### config.mk
export PLATFORM = sky130hd
export DESIGN_NAME = cal_counter
export DESIGN_NICKNAME = d
export VERILOG_FILES = /design/src/rtl/cal_pkg.sv /design/src/rtl/cal_regs.sv /design/src/rtl/cal_commit.sv /design/src/rtl/cal_time_core.sv /design/src/rtl/cal_counter.sv
export SDC_FILE = /design/constraint.sdc
export NUM_CORES = 1
export LEC_CHECK = 0
export ABC_AREA = 1
export BUFFER_PORTS_ARGS = -buffer_cell sky130_fd_sc_hd__buf_4
export CAP_MARGIN = 20
export CORE_ASPECT_RATIO = 1.2
export CORE_MARGIN = 4
export CORE_UTILIZATION = 51
export DETAILED_ROUTE_END_ITERATION = 7
export PLACE_DENSITY = 0.83
export SYNTH_ARGS = -nofsm -noshare
export SYNTH_HDL_FRONTEND = slang
export SYNTH_SLANG_ARGS = --single-unit
### constraint.sdc
create_clock -name clk_i -period 2.1 [get_ports clk_i]
set_input_delay 0 -clock clk_i [delete_from_list [all_inputs] [get_ports clk_i]]
set_output_delay 0 -clock clk_i [all_outputs]
set_load 0.01 [all_outputs]
### src/rtl/cal_pkg.sv
package cal_pkg;
  localparam int NUM_FIELDS = 7;
  localparam int FIELD_W    = 7;
  localparam int BUSY_BIT   = 6;
  localparam logic [7:0] CTRL_OFS  = 8'h00;
  localparam logic [7:0] FIELD_OFS = 8'h14;
  localparam logic [7:0] TRIG_OFS  = 8'h78;

  typedef struct packed {
    logic [6:0] year;
    logic [3:0] mon;
    logic [2:0] dow;
    logic [4:0] dom;
    logic [4:0] hour;
    logic [5:0] min;
    logic [5:0] sec;
  } cal_time_t;

  localparam cal_time_t CAL_RESET = '{year: 7'd0, mon: 4'd1, dow: 3'd0,
                                      dom: 5'd1, hour: 5'd0, min: 6'd0, sec: 6'd0};

  // index order: 0 sec, 1 min, 2 hour, 3 dom, 4 dow, 5 mon, 6 year
  function automatic logic [FIELD_W-1:0] get_field(cal_time_t t, int idx);
    case (idx)
      0:       return {1'b0, t.sec};
      1:       return {1'b0, t.min};
      2:       return {2'b0, t.hour};
      3:       return {2'b0, t.dom};
      4:       return {4'b0, t.dow};
      5:       return {3'b0, t.mon};
      default: return t.year;
    endcase
  endfunction

  function automatic cal_time_t put_field(cal_time_t t, int idx, logic [FIELD_W-1:0] v);
    cal_time_t r = t;
    case (idx)
      0:       r.sec  = v[5:0];
      1:       r.min  = v[5:0];
      2:       r.hour = v[4:0];
      3:       r.dom  = v[4:0];
      4:       r.dow  = v[2:0];
      5:       r.mon  = v[3:0];
      default: r.year = v;
    endcase
    return r;
  endfunction

  function automatic logic [4:0] month_len(logic [3:0] mon, logic [6:0] year);
    case (mon)
      4'd2:                      return (year[1:0] == 2'b00) ? 5'd29 : 5'd28;
      4'd4, 4'd6, 4'd9, 4'd11:   return 5'd30;
      default:                   return 5'd31;
    endcase
  endfunction
endpackage

### src/rtl/cal_regs.sv
module cal_regs
  import cal_pkg::*;
#(
  parameter int ADDR_W = 8,
  parameter int DATA_W = 32
) (
  input  logic              clk_i,
  input  logic              rst_ni,
  input  logic              req_i,
  input  logic              we_i,
  input  logic [ADDR_W-1:0] addr_i,
  input  logic [DATA_W-1:0] wdata_i,
  input  logic              busy_i,
  input  cal_time_t         live_i,
  output cal_time_t         stage_o,
  output logic              trig_o,
  output logic [DATA_W-1:0] rdata_o
);
  logic                  wr;
  logic [NUM_FIELDS-1:0] fld_hit;
  cal_time_t             stage_q, stage_d;

  assign wr = req_i && we_i;

  for (genvar gi = 0; gi < NUM_FIELDS; gi++) begin : g_dec
    assign fld_hit[gi] = (addr_i == ADDR_W'(FIELD_OFS) + ADDR_W'(4 * gi));
  end

  always_comb begin
    stage_d = stage_q;
    for (int i = 0; i < NUM_FIELDS; i++)
      if (wr && fld_hit[i]) stage_d = put_field(stage_q, i, wdata_i[FIELD_W-1:0]);
  end

  always_ff @(posedge clk_i or negedge rst_ni) begin
    if (!rst_ni) stage_q <= CAL_RESET;
    else         stage_q <= stage_d;
  end

  assign stage_o = stage_q;
  assign trig_o  = wr && (addr_i == ADDR_W'(TRIG_OFS)) && wdata_i[0];

  always_comb begin
    rdata_o = '0;
    if (addr_i == ADDR_W'(CTRL_OFS)) rdata_o[BUSY_BIT] = busy_i;
    for (int i = 0; i < NUM_FIELDS; i++)
      if (fld_hit[i]) rdata_o = DATA_W'(get_field(live_i, i));
  end
endmodule

### src/rtl/cal_commit.sv
module cal_commit #(
  parameter int COMMIT_CYCLES = 4,
  localparam int CNT_W = $clog2(COMMIT_CYCLES)
) (
  input  logic clk_i,
  input  logic rst_ni,
  input  logic trig_i,
  output logic busy_o,
  output logic copy_o
);
  logic             busy_q;
  logic [CNT_W-1:0] cnt_q;

  // copy in the second-to-last busy cycle, busy drops one edge later
  assign copy_o = busy_q && (cnt_q == CNT_W'(1));
  assign busy_o = busy_q;

  always_ff @(posedge clk_i or negedge rst_ni) begin
    if (!rst_ni) begin
      busy_q <= 1'b0;
      cnt_q  <= '0;
    end else if (!busy_q) begin
      if (trig_i) begin
        busy_q <= 1'b1;
        cnt_q  <= CNT_W'(COMMIT_CYCLES - 1);
      end
    end else if (cnt_q == '0) begin
      busy_q <= 1'b0;
    end else begin
      cnt_q <= cnt_q - CNT_W'(1);
    end
  end
endmodule

### src/rtl/cal_time_core.sv
module cal_time_core
  import cal_pkg::*;
(
  input  logic      clk_i,
  input  logic      rst_ni,
  input  logic      tick_i,
  input  logic      load_i,
  input  cal_time_t load_val_i,
  output cal_time_t live_o
);
  cal_time_t live_q, live_d;

  always_comb begin
    live_d = live_q;
    if (load_i) begin
      live_d = load_val_i;
    end else if (tick_i) begin
      if (live_q.sec < 6'd59) live_d.sec = live_q.sec + 6'd1;
      else begin
        live_d.sec = '0;
        if (live_q.min < 6'd59) live_d.min = live_q.min + 6'd1;
        else begin
          live_d.min = '0;
          if (live_q.hour < 5'd23) live_d.hour = live_q.hour + 5'd1;
          else begin
            live_d.hour = '0;
            live_d.dow  = (live_q.dow >= 3'd6) ? 3'd0 : live_q.dow + 3'd1;
            if (live_q.dom < month_len(live_q.mon, live_q.year))
              live_d.dom = live_q.dom + 5'd1;
            else begin
              live_d.dom = 5'd1;
              if (live_q.mon < 4'd12) live_d.mon = live_q.mon + 4'd1;
              else begin
                live_d.mon  = 4'd1;
                live_d.year = live_q.year + 7'd1;
              end
            end
          end
        end
      end
    end
  end

  always_ff @(posedge clk_i or negedge rst_ni) begin
    if (!rst_ni) live_q <= CAL_RESET;
    else         live_q <= live_d;
  end

  assign live_o = live_q;
endmodule

### src/rtl/cal_counter.sv
module cal_counter
  import cal_pkg::*;
#(
  parameter int ADDR_W        = 8,
  parameter int DATA_W        = 32,
  parameter int COMMIT_CYCLES = 4
) (
  input  logic              clk_i,
  input  logic              rst_ni,
  input  logic              tick_i,
  input  logic              req_i,
  input  logic              we_i,
  input  logic [ADDR_W-1:0] addr_i,
  input  logic [DATA_W-1:0] wdata_i,
  output logic [DATA_W-1:0] rdata_o
);
  cal_time_t live, stage;
  logic      trig, busy, copy;

  cal_regs #(.ADDR_W(ADDR_W), .DATA_W(DATA_W)) regs_i (
    .clk_i, .rst_ni, .req_i, .we_i, .addr_i, .wdata_i,
    .busy_i(busy), .live_i(live), .stage_o(stage), .trig_o(trig), .rdata_o
  );

  cal_commit #(.COMMIT_CYCLES(COMMIT_CYCLES)) commit_i (
    .clk_i, .rst_ni, .trig_i(trig), .busy_o(busy), .copy_o(copy)
  );

  // ticks are dropped for the whole busy window
  cal_time_core core_i (
    .clk_i, .rst_ni, .tick_i(tick_i && !busy), .load_i(copy),
    .load_val_i(stage), .live_o(live)
  );
endmodule

==> results of run 1 <==
-- repair_timing --
action                                  CTS  global route
hold buffers                              4             0
gates resized for setup                   2            11
buffers inserted                          0             7
hold endpoints to repair                 76             0
gates cloned                              0             0
pin swaps                                 0            10
endpoints found under the setup margin    7            13
-- metal layers --
metal  up-vias  GRT usage  wire length, um
met5         -          0                0
met2       167      0.383             5370
met1      1851      0.292             4570
met3        19     0.0438              780
li1       1900          -                -
met4         0     0.0796              216
-- power groups by stage --
stage / logic [mW] / clock network (mW) / registers, mW
after CTS: 0.264 / 1.45 / 1.58
after detailed placement: 0.256 / 0 / 1.61
after global routing: 0.295 / 1.52 / 1.59
after global placement: 0.245 / 0 / 1.61
final: 0.264 / 1.44 / 1.58
after floorplan: 0.192 / 0 / 1.59
-- worst max-delay path by stage --
stage | slack, ns | start | end | depth (start not counted)
6_report | 0.05 | core_i.live_o[25]$_DFFE_PN1P_ | core_i.live_o[34]$_DFFE_PN0P_ | 11
3_3_place_gp | 0.09 | core_i.live_o[25]$_DFFE_PN1P_ | core_i.live_o[32]$_DFFE_PN0P_ | 11
5_1_grt | -0.05 | core_i.live_o[25]$_DFFE_PN1P_ | core_i.live_o[34]$_DFFE_PN0P_ | 11
2_1_floorplan | 0.01 | core_i.live_o[25]$_DFFE_PN1P_ | core_i.live_o[28]$_DFFE_PN0P_ | 12
3_5_place_dp | 0.03 | core_i.live_o[25]$_DFFE_PN1P_ | core_i.live_o[34]$_DFFE_PN0P_ | 11
4_1_cts | 0.01 | core_i.live_o[25]$_DFFE_PN1P_ | core_i.live_o[33]$_DFFE_PN0P_ | 11
-- worst reg2reg max path, stage by stage, from the launching register on --
cell and delay (ns):
dfstp_2 0.56, inv_4 0.05, ha_4 0.15, nor3b_4 0.14
ha_1 0.30, nand2_2 0.05, nor3_2 0.20, nand2_2 0.10
nand3_4 0.11, nand3_4 0.12, nand2_1 0.11, nand2_1 0.05
-- flip-flops by register name, summed over array words and instances, names as in the netlist --
signal,count
core_i.live_o,36
regs_i.stage_o,36
commit_i.busy_o,1
commit_i.cnt_q,2
-- cell usage in the layout (no fill, tap or decap), types with 2 or more instances in the layout --
master / Yosys / layout
dfrtp_1: 71 / 71
nand3_2: 4 / 2
ha_1: 14 / 13
o22ai_1: 3 / 3
a31oi_1: 2 / 2
nand3_4: 0 / 2
nand2_1: 175 / 173
conb_1: 1 / 25
nor3_1: 5 / 4
buf_12: 0 / 3
or2_1: 4 / 4
inv_1: 44 / 43
o211ai_1: 4 / 4
a21oi_1: 13 / 13
nand4_1: 18 / 18
dfstp_2: 4 / 4
bufinv_16: 0 / 4
nor2_2: 5 / 5
nand2_2: 5 / 6
o21ai_0: 36 / 36
nor2_1: 29 / 29
nor2_4: 3 / 3
clkinv_1: 2 / 2
xnor2_1: 5 / 5
dlygate4sd3_1: 0 / 4
o21ai_1: 24 / 24
clkbuf_1: 2 / 2
inv_2: 4 / 4
a21boi_1: 2 / 2
buf_4: 26 / 37
clkbuf_8: 0 / 9
xor2_1: 7 / 7
nand2_4: 1 / 2
nand3_1: 37 / 37
-- metrics by stage --
| stage | hold WS, ns | cells | util | setup WS, ns |
|---|---|---|---|---|
| finish | 0.0168 | 732 | 0.614 | 0.0468 |
| detailed placement | 0.197 | 705 | 0.562 | 0.0286 |
| floorplan | -0.296 | 594 | - | 0.0109 |
| global route | 0.0595 | 732 | 0.614 | -0.0534 |
| CTS | 0.0107 | 725 | 0.599 | 0.0112 |
| global placement | 0.191 | 705 | 0.562 | 0.0930 |
-- kinds of logic (layout without fill, tap and decap cells) --
kind of cell,count (synthesis),in the layout,synth area share
other,1,25,0.000850
AO/OA/AOI/OAI,89,89,0.109
multiplexers,1,1,0.00255
adder cells (fa/ha/maj),14,14,0.0397
buffers and inverters,87,111,0.100
AND/OR/NAND/NOR,291,291,0.297
XOR/XNOR,12,12,0.0238
flip-flops,75,75,0.427
-- area by class of cell --
| cell class | instances | area [um2] |
|---|---|---|
| Clock buffer | 11 | 131 |
| Tap cell | 114 | 143 |
| Fill cell | 721 | 3200 |
| Sequential cell | 75 | 1880 |
| Multi-Input combinational cell | 432 | 2230 |
| Inverter | 50 | 190 |
| Clock inverter | 5 | 125 |
| Timing Repair Buffer | 45 | 389 |
==> run metrics, run 1 <==
CTS tree=done; power after layout=3.29 mW; status=finished clean; die height=110 um; R2R Path End=core_i.live_o[34]$_DFFE_PN0P_; Yosys Warn Count=0; DRT Pass-1 Iters=5; DR iter-0 viols=380; Post-Syn Instances=570; Die W=92.9 um; Hold EP=commit_i.busy_o$_DFF_PN0_; register bit count reported by yosys=75; pin count of the biggest net entering global routing=76; clk buf depth=2; Top FF cell, synth=dfrtp_1; Sw Share=0.234; layout cells sized above 1=0.146; H-tree lvl count=3; worst min-delay path class=in2reg; async set-reset flop share out of synthesis=1.00; hold path startpoint=addr_i[7]; die area=10200 um2; syn_area_per_cell=7.74 um2; I/O pin cnt=77; cell family with most CP delay=simple AND/OR/NAND/NOR gates; FF-to-FF setup slack=0.05 ns; CTS Buf Count=9; Post-route DRC=0; Synth top area share=0.403; Seq pwr share=0.481; Clk pwr share=0.438; Tmin final=2.05 ns; global-route wire length before repair=17.9 mm; diode count=0; final-report hold violation count=0; Worst R2R Start=core_i.live_o[25]$_DFFE_PN1P_; WP data required=2.35 ns; Antenna Violating Nets Remaining=0; crit path DAT=2.30 ns; dpl cell area=4660 um2; Final period util=0.978; row cnt=36; sequential fraction of the synthesis area=0.427; combinational power share=0.080; Clock Root Buffer=clkbuf_8; WP buf/inv=1; Slew HR=0.371; GRT Total Usage=0.227; routed via count=3937; clk_skew=0.0105 ns; vias per inst=5.38; finished layout cell area=5090 um2; synth top area cells=dfrtp_1 (40%), nand2_1 (15%), buf_4 (4.4%); synth cell count leaders=nand2_1 (175), dfrtp_1 (71), inv_1 (44); gpl congestion=0.892; most common cell in the synthesized netlist=nand2_1; count of cell types in the netlist=41; measured slew at the worst slew-check pin=0.943 ns; path depth of the worst reg2reg path=11; worst path cell trace=inv_4, ha_4, nor3b_4, ha_1, nand2_2, nor3_2, nand2_2, nand3_4, nand3_4, nand2_1, nand2_1; WL final=10.9 mm; antenna violations before repair=0; Port Buffers=26; total net switching power=770 uW; internal power=2.52 mW; Clock Pin Slew Worst Setup and Hold Paths=0.08 ns; RSZ-0062 raised after global routing=true; WL/cell=14.9 um; Crit-path slowest cell=dfstp_2; Setup TNS=0 ns; GRT overflow=0; CP Capture Type=flop; Initial Utilization=0.532; CP Launch Type=flop; fmax=487 MHz; critical path class=reg2reg; worst hold path depth=4; pwr/cell area=646 nW/um2; CORE AREA=8290 um2; Clock Latency Late Sink=0.36 ns; mapped cell area=4410 um2; clock sink total=75; cell taking the most area after synthesis=dfrtp_1; Max Slew Vio Count=0; post-DP HPWL=7.70 mm; vias in the first global route=3642; number of flops mapped to enable cells by yosys=0; max-cap viol count=0; Final nets=672; Leakage=2.52 nW; maximum VDD drop=0.399 mV; Layout area overhead=15.4%; Worst Path Max Fanout=7; setup violators final=0; slowest cell delay on critical path=0.56 ns
Power figures use the tool's default switching activity.
==> inputs of run 2 (changes only) <==
- CORE_UTILIZATION: 51 -> 40
- PLACE_DENSITY: 0.83 -> 0.69
==> run metrics, run 2 (same netlist as run 1, synthesis figures left out) <==
clk_skew=0.00375 ns (-0.00677 ns); path depth of the worst reg2reg path=11 (unchanged); R2R Path End=core_i.live_o[35]$_DFFE_PN0P_; routed via count=3925 (-0.30%); critical path class=reg2reg; non-filler cells, final=747 (+2.0%); CP Capture Type=flop; antenna violations before repair=0 (unchanged); post-DP HPWL=8.41 mm (+9.2%); die area=12800 um2 (+25%); hold path startpoint=wdata_i[5]; Layout area overhead=15.6%; CTS tree=done; fmax=504 MHz (+3.4%); Met2 Wirelength=5.56 mm (+3.7%); pwr/cell area=660 nW/um2 (+2.0%); WP data required=2.32 ns (-0.03 ns); CP Launch Type=flop; GRT overflow=0 (unchanged); Max Slew Vio Count=0 (unchanged); placed cell count=727 (+3.1%); Worst R2R Start=core_i.live_o[25]$_DFFE_PN1P_; WL final=11.4 mm (+4.7%); row cnt=41 (+14%); failing checks=negative hold slack; DR iter-0 viols=225 (-41%); hold slack=-0.00309 ns (-0.0199 ns); setup violators final=0 (unchanged); Final nets=672 (unchanged); clk buf depth=2 (unchanged); layout cells sized above 1=0.146 (unchanged); wl on met1=4.91 mm (+7.5%); Post-route DRC=0 (unchanged); metal3 WL=556 um (-29%); Clock Latency Late Sink=0.34 ns (-0.02 ns); global-route wire length before repair=18.7 mm (+4.9%); clock sink total=75 (unchanged); Clock Pin Slew Worst Setup and Hold Paths=0.06 ns (-0.02 ns); RSZ-0062 raised after global routing=true; worst min-delay path class=in2reg; power after layout=3.36 mW (+2.2%); Initial Utilization=0.413 (-0.119); pin count of the biggest net entering global routing=42 (-45%); die height=123 um (+12%); CORE AREA=10700 um2 (+29%); Hold EP=regs_i.stage_o[11]$_DFFE_PN0P_; Clock Root Buffer=clkbuf_16; WL/cell=15.3 um (+2.6%); crit path DAT=2.21 ns (-0.09 ns); maximum VDD drop=0.357 mV (-11%); Antenna Violating Nets Remaining=0 (unchanged); Tmin final=1.99 ns (-0.0677 ns); Port Buffers=26 (unchanged); status=finished with violations; GRT Total Usage=0.185 (-0.0417); Final period util=0.945 (-0.0322); gpl congestion=0.896 (+0.37%); Worst Path Max Fanout=7 (unchanged); vias per inst=5.25 (-2.3%); top layer in use=met4; DRT Pass-1 Iters=4 (-1); fill count=1026 (+42%); H-tree lvl count=3 (unchanged); Final Util=0.478 (-0.136); FF-to-FF setup slack=0.11 ns (+0.07 ns); final-report hold violation count=1 (+1); Die W=104 um (+12%); vias in the first global route=3797 (+4.3%); Leakage=2.51 nW (-0.32%); I/O pin cnt=77 (unchanged); worst hold path depth=3 (-1); max-cap viol count=0 (unchanged); diode count=0 (unchanged); commonest cells after routing, fill and taps aside=nand2_1 (173), dfrtp_1 (71), inv_1 (43); CTS Buf Count=9 (unchanged); commonest non-fill, non-tap cell in the layout=nand2_1
-- run 2: cell types whose count changed in the layout (fill, tap and decap cells not counted), sizes merged --
cell         delta
buf             +1
dlygate4sd3     -1
bufinv          -4
clkbuf          +4
-- run 2: final cells by class --
class / count / area (um2) / area share
Multi-Input combinational cell: 432 / 2220 / 0.434
Tap cell: 129 / 161 / 0.0316
Timing Repair Buffer: 45 / 362 / 0.0709
Clock inverter: 1 / 5.00 / 0.000981
Clock buffer: 15 / 288 / 0.0564
Sequential cell: 75 / 1880 / 0.369
Inverter: 50 / 188 / 0.0368
-- run 2: worst max-delay path, cell delays in order, from the launching register on --
cell	delay (ns)
dfstp_2	0.53
inv_2	0.05
ha_4	0.15
nor3b_1	0.13
ha_1	0.27
nand2_1	0.05
nor3_2	0.19
nand2_2	0.10
nand3_4	0.11
nand3_4	0.12
nand2_2	0.11
nand2_2	0.05
-- run 2: how the worst max path moves through the flow --
stage / from / endpoint / slack (ns)
detailed placement: core_i.live_o[25]$_DFFE_PN1P_ / core_i.live_o[33]$_DFFE_PN0P_ / 0.02
global placement: core_i.live_o[25]$_DFFE_PN1P_ / core_i.live_o[30]$_DFFE_PN0P_ / 0.06
global route: core_i.live_o[25]$_DFFE_PN1P_ / core_i.live_o[35]$_DFFE_PN0P_ / -0.04
CTS: core_i.live_o[25]$_DFFE_PN1P_ / core_i.live_o[32]$_DFFE_PN0P_ / 0.005
floorplan: core_i.live_o[25]$_DFFE_PN1P_ / core_i.live_o[28]$_DFFE_PN0P_ / 0.01
finish: core_i.live_o[25]$_DFFE_PN1P_ / core_i.live_o[35]$_DFFE_PN0P_ / 0.11
-- run 2: layer usage --
layer,track usage,up-vias
li1,-,1901
met1,0.226,1865
met2,0.313,129
met3,0.0272,30
met4,0.113,0
met5,0,-
-- run 2: repair_timing --
action	CTS	global route
endpoints found under the setup margin	0	11
hold endpoints to repair	36	0
hold buffers	3	0
buffers inserted	0	1
gates resized for setup	0	9
-- run 2: where the power goes --
group	leakage (nW)	internal [mW]	switching, mW
Combinational	1.34	0.105	0.160
Sequential	1.02	1.51	0.0710
Clock	0.146	0.929	0.586
-- run 2: metrics by stage --
stage	setup TNS (ns)	instance area [um2]	worst slack, ns
after CTS	0	5050	0.00513
after floorplan	0	4500	0.0109
after global routing	-0.170	5100	-0.0431
after detailed placement	0	4730	0.0216
after global placement	0	4730	0.0554
final	0	5100	0.115
==> inputs of run 3 (changes only) <==
- clock period: 2.1 -> 1.6 ns (I/O delays scaled with it)
==> run metrics, run 3 (same netlist as run 1, synthesis figures left out) <==
status=finished with violations; failing checks=negative setup slack; vias in the first global route=4026 (+6.0%); DRT Pass-1 Iters=5 (+1); power after layout=4.49 mW (+33%); CP Launch Type=flop; GRT overflow=0 (unchanged); non-filler cells, final=796 (+6.6%); diode count=0 (unchanged); Clock Latency Late Sink=0.34 ns (about the same); Initial Utilization=0.413 (unchanged); H-tree lvl count=3 (unchanged); fmax=517 MHz (+2.6%); WL/cell=15.2 um (-0.45%); Clock Pin Slew Worst Setup and Hold Paths=0.06 ns (about the same); placed cell count=761 (+4.7%); die area=12800 um2 (unchanged); Tmin final=1.93 ns (-0.0506 ns); Leakage=2.81 nW (+12%); DR iter-0 viols=363 (+61%); Final nets=721 (+7.3%); row cnt=41 (unchanged); crit path DAT=2.17 ns (-0.04 ns); Layout area overhead=29.1%; antenna violations before repair=0 (unchanged); setup violators final=27 (+27); CTS Buf Count=9 (unchanged); global-route wire length before repair=19.9 mm (+6.1%); worst hold path depth=4 (+1); maximum VDD drop=0.616 mV (+73%); layout cells sized above 1=0.247 (+0.102); RSZ-0062 raised after global routing=true; commonest cells after routing, fill and taps aside=nand2_1 (164), buf_4 (78), dfrtp_1 (70); pwr/cell area=788 nW/um2 (+19%); CTS tree=done; WL final=12.1 mm (+6.1%); R2R Path End=core_i.live_o[34]$_DFFE_PN0P_; Port Buffers=26 (unchanged); clk_skew=0.00545 ns (+0.00169 ns); WP data required=1.83 ns (-0.49 ns); fin worst setup slack=-0.335 ns (-0.449 ns); I/O pin cnt=77 (unchanged); Worst Path Max Fanout=7 (unchanged); Clock Root Buffer=clkbuf_16; Worst R2R Start=core_i.live_o[25]$_DFFE_PN1P_; Antenna Violating Nets Remaining=0 (unchanged); CP Capture Type=flop; commonest non-fill, non-tap cell in the layout=nand2_1; final-report hold violation count=0 (-1); max-cap viol count=0 (unchanged); critical path class=reg2reg; CORE AREA=10700 um2 (unchanged); die height=123 um (unchanged); hold path startpoint=addr_i[7]; Die W=104 um (unchanged); gpl congestion=0.939 (+4.8%); Max Slew Vio Count=0 (unchanged); clk buf depth=2 (unchanged); Post-route DRC=0 (unchanged); pin count of the biggest net entering global routing=46 (+9.5%); vias per inst=5.19 (-1.2%); Final period util=1.21 (+0.264); clock sink total=75 (unchanged); post-DP HPWL=8.60 mm (+2.3%); GRT Total Usage=0.194 (+0.00937); path depth of the worst reg2reg path=11 (unchanged); Hold EP=commit_i.busy_o$_DFF_PN0_; worst min-delay path class=in2reg; FF-to-FF setup slack=-0.33 ns (-0.45 ns); routed via count=4131 (+5.2%)
==> run 3: how the worst max path moves through the flow <==
stage | start | end | depth (start not counted)
after floorplan | core_i.live_o[25]$_DFFE_PN1P_ | core_i.live_o[28]$_DFFE_PN0P_ | 12
after global placement | core_i.live_o[25]$_DFFE_PN1P_ | core_i.live_o[30]$_DFFE_PN0P_ | 11
after detailed placement | core_i.live_o[25]$_DFFE_PN1P_ | core_i.live_o[35]$_DFFE_PN0P_ | 11
after CTS | core_i.live_o[25]$_DFFE_PN1P_ | core_i.live_o[30]$_DFFE_PN0P_ | 11
after global routing | core_i.live_o[25]$_DFFE_PN1P_ | core_i.live_o[31]$_DFFE_PN0P_ | 11
final | core_i.live_o[25]$_DFFE_PN1P_ | core_i.live_o[34]$_DFFE_PN0P_ | 11
==> run 3: routing by layer <==
metal / vias up / track usage / part of all wire / wire length (um)
met5: - / 0 / 0 / 0
met4: 0 / 0.0998 / 0.033 / 400
met3: 27 / 0.0240 / 0.043 / 523
met2: 142 / 0.326 / 0.48 / 5850
met1: 1951 / 0.250 / 0.44 / 5360
li1: 2011 / - / - / -
==> run 3: layout make-up <==
class                   count  area, um2
clock inverters             2       10.0
inverters                  50        195
repair buffers             94        813
fillers                   992       4980
flip-flops and latches     75       1880
multi-input cells         432       2370
clock buffers              14        264
well taps                 129        161
==> run 3: power breakdown <==
part / internal [mW] / total (mW) / switching [mW]
registers: 1.99 / 2.04 / 0.0543
logic: 0.271 / 0.574 / 0.303
clock network: 1.13 / 1.87 / 0.742
==> run 3: worst max-delay path, cell delays in order (launching register included) <==
cell	delay, ns
dfstp_2	0.53
inv_2	0.05
ha_4	0.15
nor3b_1	0.13
ha_1	0.27
nand2_1	0.06
nor3_2	0.13
nand2_2	0.10
nand3_4	0.13
nand3_4	0.12
nand2_1	0.09
nand2_1	0.05
==> run 3: metrics by stage <==
| stage | hold WS [ns] | area [um2] | setup TNS (ns) | util | setup slack [ns] |
|---|---|---|---|---|---|
| detailed placement | -0.144 | 5030 | -5.78 | 0.472 | -0.458 |
| global route | 0.0347 | 5690 | -8.21 | 0.534 | -0.460 |
| global placement | -0.150 | 5030 | -4.54 | 0.472 | -0.392 |
| floorplan | -0.296 | 4530 | -3.68 | - | -0.334 |
| finish | 0.00985 | 5690 | -5.26 | 0.534 | -0.335 |
| CTS | 0.0286 | 5510 | -4.83 | 0.517 | -0.345 |
==> run 3: what timing repair did <==
| item | in CTS | in global routing |
|---|---|---|
| hold buffers | 4 | 0 |
| resized for setup | 25 | 27 |
| endpoints found under the hold margin | 76 | 0 |
| pin swaps | 12 | 14 |
| endpoints found under the setup margin | 29 | 33 |
| setup buffers | 8 | 9 |
